--- src/rtl/wdt_pkg.sv ---
package wdt_pkg;
  localparam int unsigned ADDR_W = 2;
  localparam int unsigned DATA_W = 8;

  localparam logic [ADDR_W-1:0] ADDR_CTRL = 2'd0;
  localparam logic [ADDR_W-1:0] ADDR_ACC  = 2'd1;

  localparam logic [DATA_W-1:0] KEY_FIRST  = 8'hAA;
  localparam logic [DATA_W-1:0] KEY_SECOND = 8'h55;

  // control register bit positions
  localparam int unsigned BIT_RESTART = 0;
  localparam int unsigned BIT_RST_EN  = 1;
  localparam int unsigned BIT_IRQ_EN  = 2;
  localparam int unsigned BIT_FLAG    = 3;
  localparam int unsigned BIT_SEL_LO  = 4;

  typedef logic [1:0] sel_t;

  typedef struct packed {
    logic rst_en;
    logic irq_en;
    logic flag;
    sel_t sel;
  } ctrl_t;
endpackage

--- src/rtl/wdt_unlock.sv ---
module wdt_unlock #(
  parameter int unsigned OPEN_CYCLES = 4,
  localparam int unsigned WIN_W = $clog2(OPEN_CYCLES + 1)
) (
  input  logic       clk_i,
  input  logic       rst_ni,
  input  logic       wr_i,
  input  logic       is_acc_i,
  input  logic [7:0] data_i,
  output logic       open_o
);
  import wdt_pkg::*;

  logic             armed_q;
  logic [WIN_W-1:0] win_cnt_q;
  logic             key_done;

  assign key_done = wr_i && is_acc_i && (data_i == KEY_SECOND) && armed_q;
  assign open_o   = (win_cnt_q != '0);

  // any write re-evaluates the first key, so writes in between break the pair
  always_ff @(posedge clk_i or negedge rst_ni) begin
    if (!rst_ni) begin
      armed_q <= 1'b0;
    end else if (wr_i) begin
      armed_q <= is_acc_i && (data_i == KEY_FIRST);
    end
  end

  always_ff @(posedge clk_i or negedge rst_ni) begin
    if (!rst_ni) begin
      win_cnt_q <= '0;
    end else if (key_done) begin
      win_cnt_q <= WIN_W'(OPEN_CYCLES);
    end else if (win_cnt_q != '0) begin
      win_cnt_q <= win_cnt_q - 1'b1;
    end
  end

  AST_WIN_MAX: assert property (@(posedge clk_i) disable iff (!rst_ni)
    win_cnt_q <= WIN_W'(OPEN_CYCLES));
  AST_KEY_OPENS: assert property (@(posedge clk_i) disable iff (!rst_ni)
    key_done |=> open_o);
  AST_NO_KEY_NO_OPEN: assert property (@(posedge clk_i) disable iff (!rst_ni)
    (!open_o && !key_done) |=> !open_o);
endmodule

--- src/rtl/wdt_counter.sv ---
module wdt_counter #(
  parameter int unsigned BASE_SHIFT = 17,
  parameter int unsigned SHIFT_STEP = 3,
  parameter int unsigned WARN_GAP   = 512,
  localparam int unsigned MAX_SHIFT = BASE_SHIFT + 3 * SHIFT_STEP,
  localparam int unsigned CNT_W     = MAX_SHIFT + 1
) (
  input  logic             clk_i,
  input  logic             rst_ni,
  input  logic             restart_i,
  input  wdt_pkg::sel_t    sel_i,
  input  logic             rst_en_i,
  output logic             tmo_o,
  output logic             rst_req_o
);
  import wdt_pkg::*;

  logic [CNT_W-1:0] len_tbl [4];
  logic [CNT_W-1:0] cnt_q, len, rst_pt;
  sel_t             act_sel_q;
  logic             at_rst_pt, rst_q;

  for (genvar g = 0; g < 4; g++) begin : g_len
    assign len_tbl[g] = CNT_W'(1) << (BASE_SHIFT + SHIFT_STEP * g);
  end

  assign len       = len_tbl[act_sel_q];
  assign rst_pt    = len + CNT_W'(WARN_GAP);
  assign at_rst_pt = (cnt_q == rst_pt - 1'b1);
  assign tmo_o     = !restart_i && (cnt_q == len - 1'b1);
  assign rst_req_o = rst_q;

  always_ff @(posedge clk_i or negedge rst_ni) begin
    if (!rst_ni) begin
      cnt_q     <= '0;
      act_sel_q <= '0;
      rst_q     <= 1'b0;
    end else begin
      rst_q <= !restart_i && at_rst_pt && rst_en_i;
      if (restart_i) begin
        cnt_q     <= '0;
        act_sel_q <= sel_i;
      end else if (at_rst_pt) begin
        cnt_q <= '0;
      end else begin
        cnt_q <= cnt_q + 1'b1;
      end
    end
  end

  AST_RST_PULSE: assert property (@(posedge clk_i) disable iff (!rst_ni)
    rst_req_o |=> !rst_req_o);
  AST_RST_GATED: assert property (@(posedge clk_i) disable iff (!rst_ni)
    rst_req_o |-> $past(rst_en_i));
  AST_CNT_BOUND: assert property (@(posedge clk_i) disable iff (!rst_ni)
    cnt_q < rst_pt);
  AST_SEL_HELD: assert property (@(posedge clk_i) disable iff (!rst_ni)
    !restart_i |=> $stable(act_sel_q));
endmodule

--- src/rtl/wdt_regs.sv ---
module wdt_regs (
  input  logic                clk_i,
  input  logic                rst_ni,
  input  logic                wr_i,
  input  logic [1:0]          addr_i,
  input  logic [7:0]          data_i,
  input  logic                win_open_i,
  input  logic                tmo_i,
  output logic                restart_o,
  output wdt_pkg::sel_t       sel_o,
  output logic                rst_en_o,
  output logic                irq_o,
  output logic [7:0]          rdata_o
);
  import wdt_pkg::*;

  ctrl_t ctrl_q;
  logic  ctrl_wr, flag_clr;

  assign ctrl_wr   = wr_i && (addr_i == ADDR_CTRL);
  assign flag_clr  = ctrl_wr && data_i[BIT_FLAG];
  assign restart_o = ctrl_wr && data_i[BIT_RESTART] && win_open_i;
  assign sel_o     = data_i[BIT_SEL_LO +: 2];
  assign rst_en_o  = ctrl_q.rst_en;
  assign irq_o     = ctrl_q.flag && ctrl_q.irq_en;

  always_ff @(posedge clk_i or negedge rst_ni) begin
    if (!rst_ni) begin
      ctrl_q <= '0;
    end else begin
      if (ctrl_wr) begin
        ctrl_q.irq_en <= data_i[BIT_IRQ_EN];
        ctrl_q.sel    <= data_i[BIT_SEL_LO +: 2];
        if (win_open_i) ctrl_q.rst_en <= data_i[BIT_RST_EN];
      end
      // a timeout in the same cycle wins over a clear
      if (tmo_i)         ctrl_q.flag <= 1'b1;
      else if (flag_clr) ctrl_q.flag <= 1'b0;
    end
  end

  always_comb begin
    rdata_o = '0;
    unique case (addr_i)
      ADDR_CTRL: begin
        rdata_o[BIT_RST_EN]       = ctrl_q.rst_en;
        rdata_o[BIT_IRQ_EN]       = ctrl_q.irq_en;
        rdata_o[BIT_FLAG]         = ctrl_q.flag;
        rdata_o[BIT_SEL_LO +: 2]  = ctrl_q.sel;
      end
      ADDR_ACC: rdata_o[0] = win_open_i;
      default:  rdata_o = '0;
    endcase
  end

  AST_RSTEN_GUARD: assert property (@(posedge clk_i) disable iff (!rst_ni)
    !win_open_i |=> $stable(ctrl_q.rst_en));
  AST_FLAG_STICKY: assert property (@(posedge clk_i) disable iff (!rst_ni)
    (ctrl_q.flag && !flag_clr) |=> ctrl_q.flag);
  AST_FLAG_SETS: assert property (@(posedge clk_i) disable iff (!rst_ni)
    tmo_i |=> ctrl_q.flag);
endmodule

--- src/rtl/wdt_timer.sv ---
module wdt_timer #(
  parameter int unsigned BASE_SHIFT  = 17,
  parameter int unsigned SHIFT_STEP  = 3,
  parameter int unsigned WARN_GAP    = 512,
  parameter int unsigned OPEN_CYCLES = 4
) (
  input  logic       clk_i,
  input  logic       rst_ni,
  input  logic       wr_en_i,
  input  logic [1:0] addr_i,
  input  logic [7:0] wdata_i,
  output logic [7:0] rdata_o,
  output logic       irq_o,
  output logic       rst_req_o
);
  import wdt_pkg::*;

  logic win_open, restart, rst_en, tmo;
  sel_t sel;

  wdt_unlock #(.OPEN_CYCLES(OPEN_CYCLES)) i_unlock (
    .clk_i    (clk_i),
    .rst_ni   (rst_ni),
    .wr_i     (wr_en_i),
    .is_acc_i (addr_i == ADDR_ACC),
    .data_i   (wdata_i),
    .open_o   (win_open)
  );

  wdt_regs i_regs (
    .clk_i      (clk_i),
    .rst_ni     (rst_ni),
    .wr_i       (wr_en_i),
    .addr_i     (addr_i),
    .data_i     (wdata_i),
    .win_open_i (win_open),
    .tmo_i      (tmo),
    .restart_o  (restart),
    .sel_o      (sel),
    .rst_en_o   (rst_en),
    .irq_o      (irq_o),
    .rdata_o    (rdata_o)
  );

  wdt_counter #(
    .BASE_SHIFT (BASE_SHIFT),
    .SHIFT_STEP (SHIFT_STEP),
    .WARN_GAP   (WARN_GAP)
  ) i_counter (
    .clk_i     (clk_i),
    .rst_ni    (rst_ni),
    .restart_i (restart),
    .sel_i     (sel),
    .rst_en_i  (rst_en),
    .tmo_o     (tmo),
    .rst_req_o (rst_req_o)
  );

  AST_RESTART_NO_RST: assert property (@(posedge clk_i) disable iff (!rst_ni)
    restart |=> !rst_req_o);
  AST_RST_AFTER_FLAG: assert property (@(posedge clk_i) disable iff (!rst_ni)
    rst_req_o |-> rdata_o[BIT_FLAG] || addr_i != ADDR_CTRL || $past(wr_en_i));
endmodule

--- config.mk ---
export PLATFORM = sky130hd
export DESIGN_NAME = wdt_timer
export DESIGN_NICKNAME = d
export VERILOG_FILES = /design/src/rtl/wdt_pkg.sv /design/src/rtl/wdt_unlock.sv /design/src/rtl/wdt_counter.sv /design/src/rtl/wdt_regs.sv /design/src/rtl/wdt_timer.sv
export SDC_FILE = /design/constraint.sdc
export NUM_CORES = 1
export LEC_CHECK = 0
export BUFFER_PORTS_ARGS = -buffer_cell sky130_fd_sc_hd__buf_2
export CORE_ASPECT_RATIO = 0.9
export CORE_MARGIN = 8
export CORE_UTILIZATION = 60
export CTS_CLUSTER_DIAMETER = 150
export DETAILED_ROUTE_END_ITERATION = 6
export PLACE_DENSITY_LB_ADDON = 0.05
export SYNTH_ARGS = -nofsm -noshare
export SYNTH_HDL_FRONTEND = slang
export SYNTH_SLANG_ARGS = --single-unit
export TNS_END_PERCENT = 20
--- constraint.sdc ---
create_clock -name clk_i -period 3.35 [get_ports clk_i]
set_input_delay 0.67 -clock clk_i [delete_from_list [all_inputs] [get_ports clk_i]]
set_output_delay 0.67 -clock clk_i [all_outputs]
set_load 0.05 [all_outputs]
Word-level counts from Yosys, hierarchy flattened
Cells that the tools add are included.

storage, ports and cells
  bits in registers = 39
  memories = 0
  ROM bits = 0
  bits in latches = 0
  RAM bits = 0
  output and inout port bits = 10
  bits of input ports = 13

operators by class
  div/mod/pow operators = 0
  multipliers = 0
  shift operators = 0
  muxes and demuxes = 11
  equal/unequal tests = 5
  reductions and logical operators = 18
  add/sub/neg operators = 5
  $lt $le $gt $ge = 1
  bitwise logic cells = 1

operator list
  operator                count
  $mux 27                 4
  $bmux 27 s2             1
  $eq 27x27->1            2
  $sub 27x1->27 const B   2
  $add 27x1->27 const B   1
  $add 27x10->27 const B  1
  $logic_and 1x1->1       12
  $eq 8x7->1 const B      1
  $eq 8x8->1 const B      1
  $mux 3                  2
  $mux 5                  1
  $reduce_bool 2->1       2
  $ge 3x3->1 const B      1
  $mux 1                  3
  $not 2->3               1
  $reduce_bool 3->1       1
  $sub 3x1->3 const B     1
  $eq 2x1->1 const B      1
  $logic_not 2->1         1
  $reduce_and 2->1        1
  $logic_not 1->1         1

Longest topological paths before layout
Gate-level depths: netlist of the first run.

  depth in word-level cells = 9
  gate-level depth with buffers = 8

Hierarchy
Synthesis of the first run repeated with hierarchy kept, for this count alone.

second synthesis, totals
  cells, all modules = 241
  area total of the unflattened synthesis = 2277.2 sq um

modules (own cells, without submodules)
  module       cells each  instances  seq. area each (sq um)  area an instance (sq um)
  wdt_counter  186         1          750.7                   1711.6
  wdt_regs     29          1          125.1                   301.5
  wdt_unlock   25          1          100.1                   250.2
  wdt_timer    1           1          0.0                     13.8

Worst setup path before layout of the first run
No wires, ideal clock.

  path kind = input to output
  from = in addr_i[1]
  to = out rdata_o[1]
  arrival time = 1.412 ns
  buffers on the path = 0
  path slack = 1.268 ns
  cell stages on the path = 2
  required time = 2.680 ns
  cell sequence = nor2_1 and2_1

on the way
  word-level cells in the longest chain between the ends = 2

RTL lines
  what                line             RTL
  start: declaration  wdt_timer.sv:10  input logic [1:0] addr_i,
  $logic_not 2->1     wdt_regs.sv:44   unique case (addr_i)
  $mux 5              wdt_regs.sv:44
  end: declaration    wdt_timer.sv:12  output logic [7:0] rdata_o,

No other way between the ends.

Final worst setup path of the first run
  from = reg i_counter.cnt_q[0]
  to = reg i_counter.rst_q (netlist: i_counter.rst_req_o)

on the way
  word-level cells in the longest chain between the ends = 3

RTL lines
  what                             line               RTL
  start: declaration               wdt_counter.sv:19  logic [CNT_W-1:0] cnt_q, len, rst_pt;
  start signal: assignment         wdt_counter.sv:46  cnt_q <= cnt_q + 1'b1;
  $eq 27x27->1                     wdt_counter.sv:29  assign at_rst_pt = (cnt_q == rst_pt - 1'b1);
  $logic_and 1x1->1 (2 in series)  wdt_counter.sv:39  rst_q <= !restart_i && at_rst_pt && rst_en_i;
  end signal: assignment           wdt_counter.sv:39
  end: declaration                 wdt_counter.sv:21  logic at_rst_pt, rst_q;

No other way between the ends.
A chain may end at the register's enable or synchronous reset.

==> impl_metrics.env, run 1 <==
export IMPL_ys_ff_latch=39
export IMPL_rows=20
export IMPL_switching_share=0.3520
export IMPL_vias_per_cell=5.880
export IMPL_timing_slew_headroom=0.2426
export IMPL_first_global_vias=1661
export IMPL_path_clk_slew_ns=0.07
export IMPL_vdd_drop_max_uv=404.2
export IMPL_cts_root_buf="clkbuf_8"
export IMPL_report_final_slew_viol_count=0
export IMPL_firstDrtPassIters=4
export IMPL_cts_sinks=39
export IMPL_core_area_mm2=0.003403
export IMPL_cts_path_max_buffers=2
export IMPL_synthFlopType="dfrtp_1"
export IMPL_seqPwrFrac=0.503
export IMPL_multiInputGateArea_mm2=0.001074
export IMPL_rsz0062_at_grt="no"
export IMPL_wl_per_cell_um=14.83
export IMPL_ff2ff_path_depth=5
export IMPL_use_met2=0.2619
export IMPL_nets=255
export IMPL_final_cell_mix="dfrtp_1, nor2_1, buf_2"
export IMPL_post_route_period_util=0.7370
export IMPL_synth_distinct_cells=40
export IMPL_setup_violations=0
export IMPL_htreeDepth=2
export IMPL_grt_start_max_net_pins=40
export IMPL_cp_top_family="simple AND/OR/NAND/NOR gates"
export IMPL_crit_type="flip-flop to flip-flop"
export IMPL_holdWs_ns=0.4735
export IMPL_post_cts_buffers=0
export IMPL_endpoint_kind="flip-flop"
export IMPL_vias=1664
export IMPL_use_met1=0.2015
export IMPL_synthToLayoutAreaGrowth_pct=8.489
export IMPL_path_cells="ha_1 > nand4_1 > or2_1 > nor4_2 > and3b_1"
export IMPL_start_util=0.6279
export IMPL_grt_pass1_wl_um=7445
export IMPL_grtUsageMet3=0.05296
export IMPL_io_pins=23
export IMPL_cp_start_kind="flip-flop"
export IMPL_post_cts_resized=0
export IMPL_syn_avg_cell_area_um2=9.583
export IMPL_cts_tree="done"
export IMPL_ant_nets=0
export IMPL_pwr_share_comb=0.277
export IMPL_num_antenna_cells=0
export IMPL_grt_busiest_layer="met2"
export IMPL_hold_violations=0
export IMPL_synth_edf_count=0
export IMPL_wl_um=4196
export IMPL_p_leak_uw=0.001024
export IMPL_layout_commonest_cell="dfrtp_1"
export IMPL_antenna_found_initial=0
export IMPL_async_reset_ff_frac=1.000
export IMPL_numCtsBuffers=5
export IMPL_ys_seq_area_frac=0.4567
export IMPL_reg2reg_from="i_counter.cnt_q[0]"
export IMPL_instances_no_fill=283
export IMPL_cp_slowest_stage_delay_ns=1.00
export IMPL_synth_area_top_cells="dfrtp_1, xnor2_1, xor2_1"
export IMPL_critical_path_buf_inv_count=0
export IMPL_post_route_cells_drive_above_1_share=0.1632
export IMPL_fin_skew_ns=0.005038
export IMPL_fin_crit_ns=2.469
export IMPL_ff_latch_area_um2=975.9
export IMPL_rrSetupSlack_ns=0.88
export IMPL_overflow=0
export IMPL_hold_buffers=0
export IMPL_cp_arrival_ns=2.70
export IMPL_synth_top_cell_area_share=0.4567
export IMPL_status="finished clean"
export IMPL_power_per_cell_area_mw_per_mm2=626.2
export IMPL_die_y_um=72.62
export IMPL_globalplace_congestion=0.8579
export IMPL_crit_fanout=11
export IMPL_drc=0
export IMPL_finalPower_uw=1452
export IMPL_die_area_mm2=0.005730
export IMPL_worst_pin_slew_ns=1.127
export IMPL_tns_ns=0
export IMPL_worst_ep_required_time_ns=3.58
export IMPL_ys_warnings_count=0
export IMPL_placedCellCount=276
export IMPL_regToRegEndpoint="i_counter.rst_req_o"
export IMPL_cpMaxStageDelayCell="nor4_2"
export IMPL_nFillCells=270
export IMPL_netlist_area_mm2=0.002137
export IMPL_cap_violations=0
export IMPL_synth_top_area_cell="dfrtp_1"
export IMPL_drt_initial_drc_count=108
export IMPL_p_clk_frac=0.220
export IMPL_internal_power_uw=940.8
export IMPL_fmax_mhz=405.0
export IMPL_hpwl_um=3095
export IMPL_synthCells=223
export IMPL_die_w_um=78.91
export IMPL_clk_latency_ns=0.30
export IMPL_min_path_type="input pin to async pin"
export IMPL_grt_usage=0.1626
export IMPL_portBuffers=20
export IMPL_power_switching_uw=511.1
[metal layers]
layer | share of wire | wire (µm)
met1 | 0.46 | 1935
met4 | 0.010 | 44
met5 | 0 | 0
met2 | 0.48 | 2020
met3 | 0.046 | 195
[cell type report]
type | instances | area share
multi-input cells | 167 | 0.4630
repair buffers | 21 | 0.04641
flip-flops and latches | 39 | 0.4209
clock buffers | 6 | 0.03562
clock inverters | 1 | 0.002159
inverters | 5 | 0.008095
well taps | 44 | 0.02375
[how the worst max path moves through the flow]
stage	depth (start not counted)	slack, ns	startpoint	to
finish	5	0.88	i_counter.cnt_q[0]	i_counter.rst_req_o
global route	5	0.74	i_counter.cnt_q[0]	i_counter.rst_req_o
CTS	5	0.82	i_counter.cnt_q[0]	i_counter.rst_req_o
detailed placement	5	0.85	i_counter.cnt_q[0]	i_counter.rst_req_o
global placement	5	0.97	i_counter.cnt_q[0]	i_counter.rst_req_o
floorplan	2	1.27	addr_i[1]	rdata_o[1]
[stage by stage]
step / util / instance area [µm²] / worst slack [ns]
floorplan: - / 2141 / 1.268
global placement: 0.6555 / 2231 / 0.9672
detailed placement: 0.6555 / 2231 / 0.8479
CTS: 0.6813 / 2318 / 0.8249
global route: 0.6813 / 2318 / 0.7435
finish: 0.6813 / 2318 / 0.8810
[synthesized netlist by cell type (all sizes together), types with 2 or more instances]
library cell / count
a21oi: 8
and2: 7
and3: 4
and4: 2
buf: 8
clkbuf: 5
dfrtp: 39
ha: 3
inv: 5
mux2: 6
nand2: 18
nand2b: 2
nand3: 11
nand4: 9
nor2: 23
nor3: 17
nor4: 9
nor4bb: 3
o21ai: 6
or2: 2
or3: 3
xnor2: 13
xor2: 11
[power by group through the flow]
stage / combinational (µW) / sequential (µW) / clock [µW]
after floorplan: 348 / 687 / 0
final: 402 / 730 / 320
after global placement: 377 / 728 / 0
after detailed placement: 403 / 735 / 0
after global routing: 456 / 751 / 343
after CTS: 406 / 727 / 327
[sequential cells by signal, summed over array words and instances (netlist names)]
signal,flops
i_counter.act_sel_q,2
i_counter.cnt_q,27
i_counter.rst_req_o,1
i_regs.ctrl_q,4
i_regs.rst_en_o,1
i_unlock.armed_q,1
i_unlock.win_cnt_q,3
[kinds of logic (layout without fill, tap and decap cells)]
group | after synthesis | after routing | synth area share
buffers and inverters | 18 | 33 | 0.04274
DFF | 39 | 39 | 0.4567
other | 1 | 2 | 0.001755
xor gates and xnor gates | 24 | 24 | 0.09836
adders and majority gates | 3 | 3 | 0.01757
AOI/OAI and AO/OA | 18 | 18 | 0.04743
muxes | 6 | 6 | 0.03161
and+or+nand+nor | 114 | 114 | 0.3039
Note: power is estimated with default switching activity, not from simulation.
==> run 2: changes to the inputs <==
--- a/config.mk
+++ b/config.mk
@@ -8,7 +8,7 @@
 export BUFFER_PORTS_ARGS = -buffer_cell sky130_fd_sc_hd__buf_2
 export CORE_ASPECT_RATIO = 0.9
 export CORE_MARGIN = 8
-export CORE_UTILIZATION = 60
+export CORE_UTILIZATION = 52
 export CTS_CLUSTER_DIAMETER = 150
 export DETAILED_ROUTE_END_ITERATION = 6
 export PLACE_DENSITY_LB_ADDON = 0.05
==> constraint.sdc (replaced) <==
create_clock -name clk_i -period 2.22 [get_ports clk_i]
set_input_delay 0.444 -clock clk_i [delete_from_list [all_inputs] [get_ports clk_i]]
set_output_delay 0.444 -clock clk_i [all_outputs]
set_load 0.05 [all_outputs]
==> run 2 against run 1 <==
Net effect:
- global-route usage decreased by 1.5 points
- first-iteration DRC count increased by 4.6%
- die area grew 12%
- sequential share of layout area shrank 1.1 points
- non-clock buffer count is 3 higher
- hold slack got worse by 0.22 ns
- final area grew 2.6%
- flip-flop and latch count is the same
==> impl_metrics.env, run 2 (synthesis gave the netlist of run 1 again) <==
export IMPL_io_pins=23
export IMPL_vdd_drop_max_uv=562.8
export IMPL_grt_usage=0.1476
export IMPL_post_cts_buffers=0
export IMPL_reg_top3="i_counter.cnt_q (27), i_regs.ctrl_q (4), i_unlock.win_cnt_q (3)"
export IMPL_min_path_type="input pin to async pin"
export IMPL_seqPwrFrac=0.475
export IMPL_portBuffers=20
export IMPL_post_route_period_util=0.8903
export IMPL_fin_util=0.5922
export IMPL_grt_start_max_net_pins=40
export IMPL_cts_path_max_buffers=2
export IMPL_path_clk_slew_ns=0.07
export IMPL_die_area_mm2=0.006420
export IMPL_maxUsedRoutingLayer="met4"
export IMPL_die_y_um=76.82
export IMPL_post_dp_cell_area_mm2=0.002258
export IMPL_tns_ns=0
export IMPL_rows=22
export IMPL_overflow=0
export IMPL_drt_initial_drc_count=113
export IMPL_fmax_mhz=506.0
export IMPL_layout_commonest_cell="dfrtp_1"
export IMPL_cp_start_kind="flip-flop"
export IMPL_synthToLayoutAreaGrowth_pct=11.36
export IMPL_pwr_share_comb=0.257
export IMPL_ant_nets=0
export IMPL_largest_reg_flops=27
export IMPL_hpwl_um=3250
export IMPL_p_clk_frac=0.268
export IMPL_rsz0062_at_grt="no"
export IMPL_vias_per_cell=5.704
export IMPL_status="finished clean"
export IMPL_core_area_mm2=0.004019
export IMPL_endpoint_kind="output pin"
export IMPL_setup_violations=0
export IMPL_crit_fanout=6
export IMPL_wl_met1_um=2094
export IMPL_worst_ep_required_time_ns=1.78
export IMPL_wl_met3_um=169
export IMPL_ff2ff_path_depth=6
export IMPL_post_route_cells_drive_above_1_share=0.1770
export IMPL_grt_pass1_wl_um=7955
export IMPL_crit_type="flip-flop to output pin"
export IMPL_hold_violations=0
export IMPL_cts_sinks=39
export IMPL_switching_share=0.3364
export IMPL_fin_area_mm2=0.002380
export IMPL_finalPower_uw=2328
export IMPL_cap_violations=0
export IMPL_final_cell_mix="dfrtp_1, nor2_1, buf_2"
export IMPL_numCtsBuffers=5
export IMPL_drc=0
export IMPL_cp_arrival_ns=1.53
export IMPL_die_w_um=83.58
export IMPL_largest_register="i_counter.cnt_q"
export IMPL_hold_buffers=0
export IMPL_firstDrtPassIters=7
export IMPL_report_final_slew_viol_count=0
export IMPL_first_global_vias=1716
export IMPL_fin_skew_ns=0.004836
export IMPL_internal_power_uw=1545
export IMPL_power_switching_uw=783.0
export IMPL_vias=1660
export IMPL_num_antenna_cells=0
export IMPL_power_per_cell_area_mw_per_mm2=978.1
export IMPL_met2_length_um=2119
export IMPL_antenna_found_initial=0
export IMPL_globalplace_congestion=0.8742
export IMPL_timing_slew_headroom=0.4424
export IMPL_wl_per_cell_um=15.29
export IMPL_holdWs_ns=0.2499
export IMPL_cts_root_buf="clkbuf_8"
export IMPL_clk_latency_ns=0.30
export IMPL_wl_um=4449
export IMPL_worst_pin_slew_ns=0.8364
export IMPL_htreeDepth=2
export IMPL_post_cts_resized=0
export IMPL_fin_crit_ns=1.976
export IMPL_start_util=0.5318
export IMPL_cts_tree="done"
export IMPL_p_leak_uw=0.001055
export IMPL_nets=258
-- run 2: cell types whose count changed in the layout (fill, tap and decap cells not counted), sizes merged --
cell / before / now
inv: 5 / 6
clkinv: 1 / 0
buf: 21 / 24
bufinv: 0 / 1
-- run 2: path summary, 6_finish.rpt --
kind | slack [ns] | end | startpoint
max | 0.24 | rdata_o[0] | i_unlock.win_cnt_q[0]
min | 0.25 | i_counter.cnt_q[18] | rst_ni
max reg2reg | 0.34 | i_counter.rst_req_o | i_counter.cnt_q[0]
min reg2reg | 0.50 | i_counter.cnt_q[0] | i_counter.cnt_q[0]
max in group asynchronous | 1.45 | i_counter.cnt_q[13] | rst_ni
min in group clk_i | 0.42 | i_regs.rst_en_o | wdata_i[1]
-- run 2: final cells by class --
| class | instances | area [µm²] |
|---|---|---|
| Clock buffer | 6 | 82.58 |
| Sequential cell | 39 | 975.9 |
| Timing Repair Buffer | 24 | 130.1 |
| Fill cell | 351 | 1639 |
| Tap cell | 48 | 60.06 |
| Multi-Input combinational cell | 167 | 1074 |
| Inverter | 5 | 18.77 |
| Clock inverter | 2 | 38.79 |
-- run 2: per-stage QoR --
| stage | worst slack (ns) | cells |
|---|---|---|
| finish | 0.2436 | 291 |
| global route | 0.1015 | 291 |
| CTS | 0.2132 | 291 |
| detailed placement | 0.3646 | 283 |
| global placement | 0.3701 | 283 |
| floorplan | 0.5240 | 224 |
-- run 2: per-layer routing --
| metal | global-route usage | up-vias |
|---|---|---|
| met2 | 0.2251 | 27 |
| li1 | - | 813 |
| met1 | 0.1836 | 814 |
| met3 | 0.05280 | 6 |
| met4 | 0.06207 | 0 |
| met5 | 0 | - |
-- run 2: power by group through the flow --
stage | registers [µW] | logic [µW] | clock network [µW]
6_report | 1100 | 598 | 625
5_1_grt | 1140 | 693 | 679
4_1_cts | 1100 | 607 | 648
3_5_place_dp | 1110 | 602 | 0
3_3_place_gp | 1100 | 571 | 0
2_1_floorplan | 1040 | 525 | 0
-- run 2: worst max-delay path: stages (launching register included) --
cell,delay (ns)
dfrtp_1,0.37
inv_1,0.06
ha_1,0.21
nand2b_1,0.19
and2_1,0.16
buf_2,0.26
==> run 3: changes to the inputs <==
--- a/config.mk
+++ b/config.mk
@@ -11,7 +11,7 @@
 export CORE_UTILIZATION = 52
 export CTS_CLUSTER_DIAMETER = 150
 export DETAILED_ROUTE_END_ITERATION = 6
-export PLACE_DENSITY_LB_ADDON = 0.05
+export PLACE_DENSITY = 0.75
 export SYNTH_ARGS = -nofsm -noshare
 export SYNTH_HDL_FRONTEND = slang
 export SYNTH_SLANG_ARGS = --single-unit
==> run 3 against run 2 <==
Net effect:
- final cell count up 0.34%
- largest power group unchanged
- hold slack worse by 0.11 ns
- via count down 2.6%
- setup slack worse by 0.014 ns
- combinational power up 2%
- critical path depth unchanged
- core utilization up 0.062 points
- sequential share of layout area about the same
- critical endpoint unchanged
- clock power down 16%
- largest cell class unchanged
- maximum frequency down 0.69%
==> impl_metrics.env, run 3 (synthesis gave the netlist of run 1 again) <==
export IMPL_clk_latency_ns=0.29
export IMPL_first_global_vias=1581
export IMPL_worst_ep_required_time_ns=1.78
export IMPL_rsz0062_at_grt="no"
export IMPL_io_pins=23
export IMPL_tns_ns=0
export IMPL_vdd_drop_max_uv=741.5
export IMPL_htreeDepth=2
export IMPL_path_clk_slew_ns=0.08
export IMPL_grt_start_max_net_pins=28
export IMPL_pwr_share_comb=0.273
export IMPL_nets=259
export IMPL_vias_per_cell=5.538
export IMPL_min_path_type="input pin to async pin"
export IMPL_power_per_cell_area_mw_per_mm2=939.7
export IMPL_critical_path_buf_inv_count=2
export IMPL_hold_violations=0
export IMPL_grt_pass1_wl_um=7258
export IMPL_wl_per_cell_um=14.35
export IMPL_overflow=0
export IMPL_cts_sinks=39
export IMPL_path_cells="inv_1 > ha_1 > nand2b_1 > and2_1 > buf_2"
export IMPL_fmax_mhz=502.5
export IMPL_hold_buffers=0
export IMPL_cp_start_kind="flip-flop"
export IMPL_synthToLayoutAreaGrowth_pct=11.48
export IMPL_cap_violations=0
export IMPL_setup_violations=0
export IMPL_cp_depth=5
export IMPL_portBuffers=20
export IMPL_worst_pin_slew_ns=0.5794
export IMPL_report_final_slew_viol_count=0
export IMPL_vias=1617
export IMPL_hpwl_um=3072
export IMPL_use_met2=0.2051
export IMPL_cp_arrival_ns=1.55
export IMPL_largest_reg_flops=27
export IMPL_cts_tree="done"
export IMPL_timing_slew_headroom=0.6138
export IMPL_p_leak_uw=0.001050
export IMPL_die_area_mm2=0.006420
export IMPL_wl_um=4190
export IMPL_grtUsageMet3=0.03907
export IMPL_internal_power_uw=1463
export IMPL_rows=22
export IMPL_regToRegEndpoint="i_counter.cnt_q[3]"
export IMPL_reg2reg_from="i_counter.cnt_q[0]"
export IMPL_grt_usage=0.1341
export IMPL_num_antenna_cells=0
export IMPL_largest_register="i_counter.cnt_q"
export IMPL_antenna_found_initial=0
export IMPL_cts_path_max_buffers=2
export IMPL_seqPwrFrac=0.493
export IMPL_endpoint_kind="output pin"
export IMPL_cpMaxStageDelayCell="dfrtp_1"
export IMPL_switching_share=0.3465
export IMPL_grt_busiest_layer="met2"
export IMPL_drt_initial_drc_count=101
export IMPL_p_clk_frac=0.235
export IMPL_fin_skew_ns=0.006520
export IMPL_cp_top_family="flip-flops"
export IMPL_use_met1=0.1735
export IMPL_firstDrtPassIters=4
export IMPL_reg_top3="i_counter.cnt_q (27), i_regs.ctrl_q (4), i_unlock.win_cnt_q (3)"
export IMPL_numCtsBuffers=5
export IMPL_final_cell_mix="dfrtp_1, nor2_1, buf_2"
export IMPL_fin_crit_ns=1.990
export IMPL_drc=0
export IMPL_cp_startpoint="i_unlock.win_cnt_q[0]"
export IMPL_post_cts_buffers=0
export IMPL_ff2ff_path_depth=6
export IMPL_layout_commonest_cell="dfrtp_1"
export IMPL_post_route_cells_drive_above_1_share=0.1803
export IMPL_post_cts_resized=0
export IMPL_cp_slowest_stage_delay_ns=0.37
export IMPL_power_switching_uw=775.6
export IMPL_ant_nets=0
export IMPL_status="finished clean"
export IMPL_start_util=0.5318
export IMPL_crit_type="flip-flop to output pin"
export IMPL_die_w_um=83.58
export IMPL_globalplace_congestion=0.8074
export IMPL_crit_fanout=6
export IMPL_nFillCells=338
export IMPL_die_y_um=76.82
export IMPL_rrSetupSlack_ns=0.29
export IMPL_finalPower_uw=2239
export IMPL_cts_root_buf="clkbuf_8"
export IMPL_post_route_period_util=0.8965
export IMPL_core_area_mm2=0.004019
export IMPL_critPathCapture="rdata_o[0]"
## run 3: metrics by stage
step / instances / area, µm² / utilization / hold slack [ns] / worst slack, ns
2_1_floorplan: 224 / 2141 / - / 0.1484 / 0.5240
3_3_place_gp: 284 / 2278 / 0.5669 / 0.4729 / 0.3467
3_5_place_dp: 284 / 2278 / 0.5669 / 0.4766 / 0.3197
4_1_cts: 292 / 2382 / 0.5928 / 0.1546 / 0.2054
5_1_grt: 292 / 2382 / 0.5928 / 0.1890 / 0.1226
6_report: 292 / 2382 / 0.5928 / 0.1409 / 0.2299
## run 3: area by class of cell
cell class | count | area [µm²] | share of cell area
Clock buffer | 7 | 96.34 | 0.04044
Multi-Input combinational cell | 167 | 1074 | 0.4506
Sequential cell | 39 | 975.9 | 0.4097
Tap cell | 48 | 60.06 | 0.02521
Timing Repair Buffer | 25 | 150.1 | 0.06303
Inverter | 5 | 18.77 | 0.007878
Clock inverter | 1 | 7.507 | 0.003151
## run 3: power groups by stage
stage | clock network [µW] | registers, µW | logic, µW
finish | 526 | 1100 | 610
global route | 566 | 1130 | 696
CTS | 544 | 1100 | 620
detailed placement | 0 | 1110 | 613
global placement | 0 | 1110 | 592
floorplan | 0 | 1040 | 525
## run 3: metal layers
layer  wire (µm)  vias to the layer above
met2        1958                       27
met4          59                        0
met3         169                        7
met5           0                        -
met1        2003                      761
li1            -                      822
## run 3: worst min path at each step
stage / startpoint / endpoint / slack (ns) / depth (start not counted)
floorplan: rst_ni / i_counter.act_sel_q[0] / 0.15 / 0
global placement: rst_ni / i_regs.ctrl_q[3] / 0.47 / 1
detailed placement: rst_ni / i_counter.cnt_q[22] / 0.48 / 1
CTS: rst_ni / i_counter.cnt_q[22] / 0.15 / 1
global route: rst_ni / i_regs.ctrl_q[3] / 0.19 / 1
finish: rst_ni / i_regs.ctrl_q[3] / 0.14 / 1
## run 3: worst reg2reg max path, cell delays in order, from the launching register on
cell and delay (ns):
dfrtp_1 0.39, ha_1 0.21, nand4_1 0.14, or2_1 0.35, nor4_2 0.39, buf_4 0.25
nor3_1 0.09
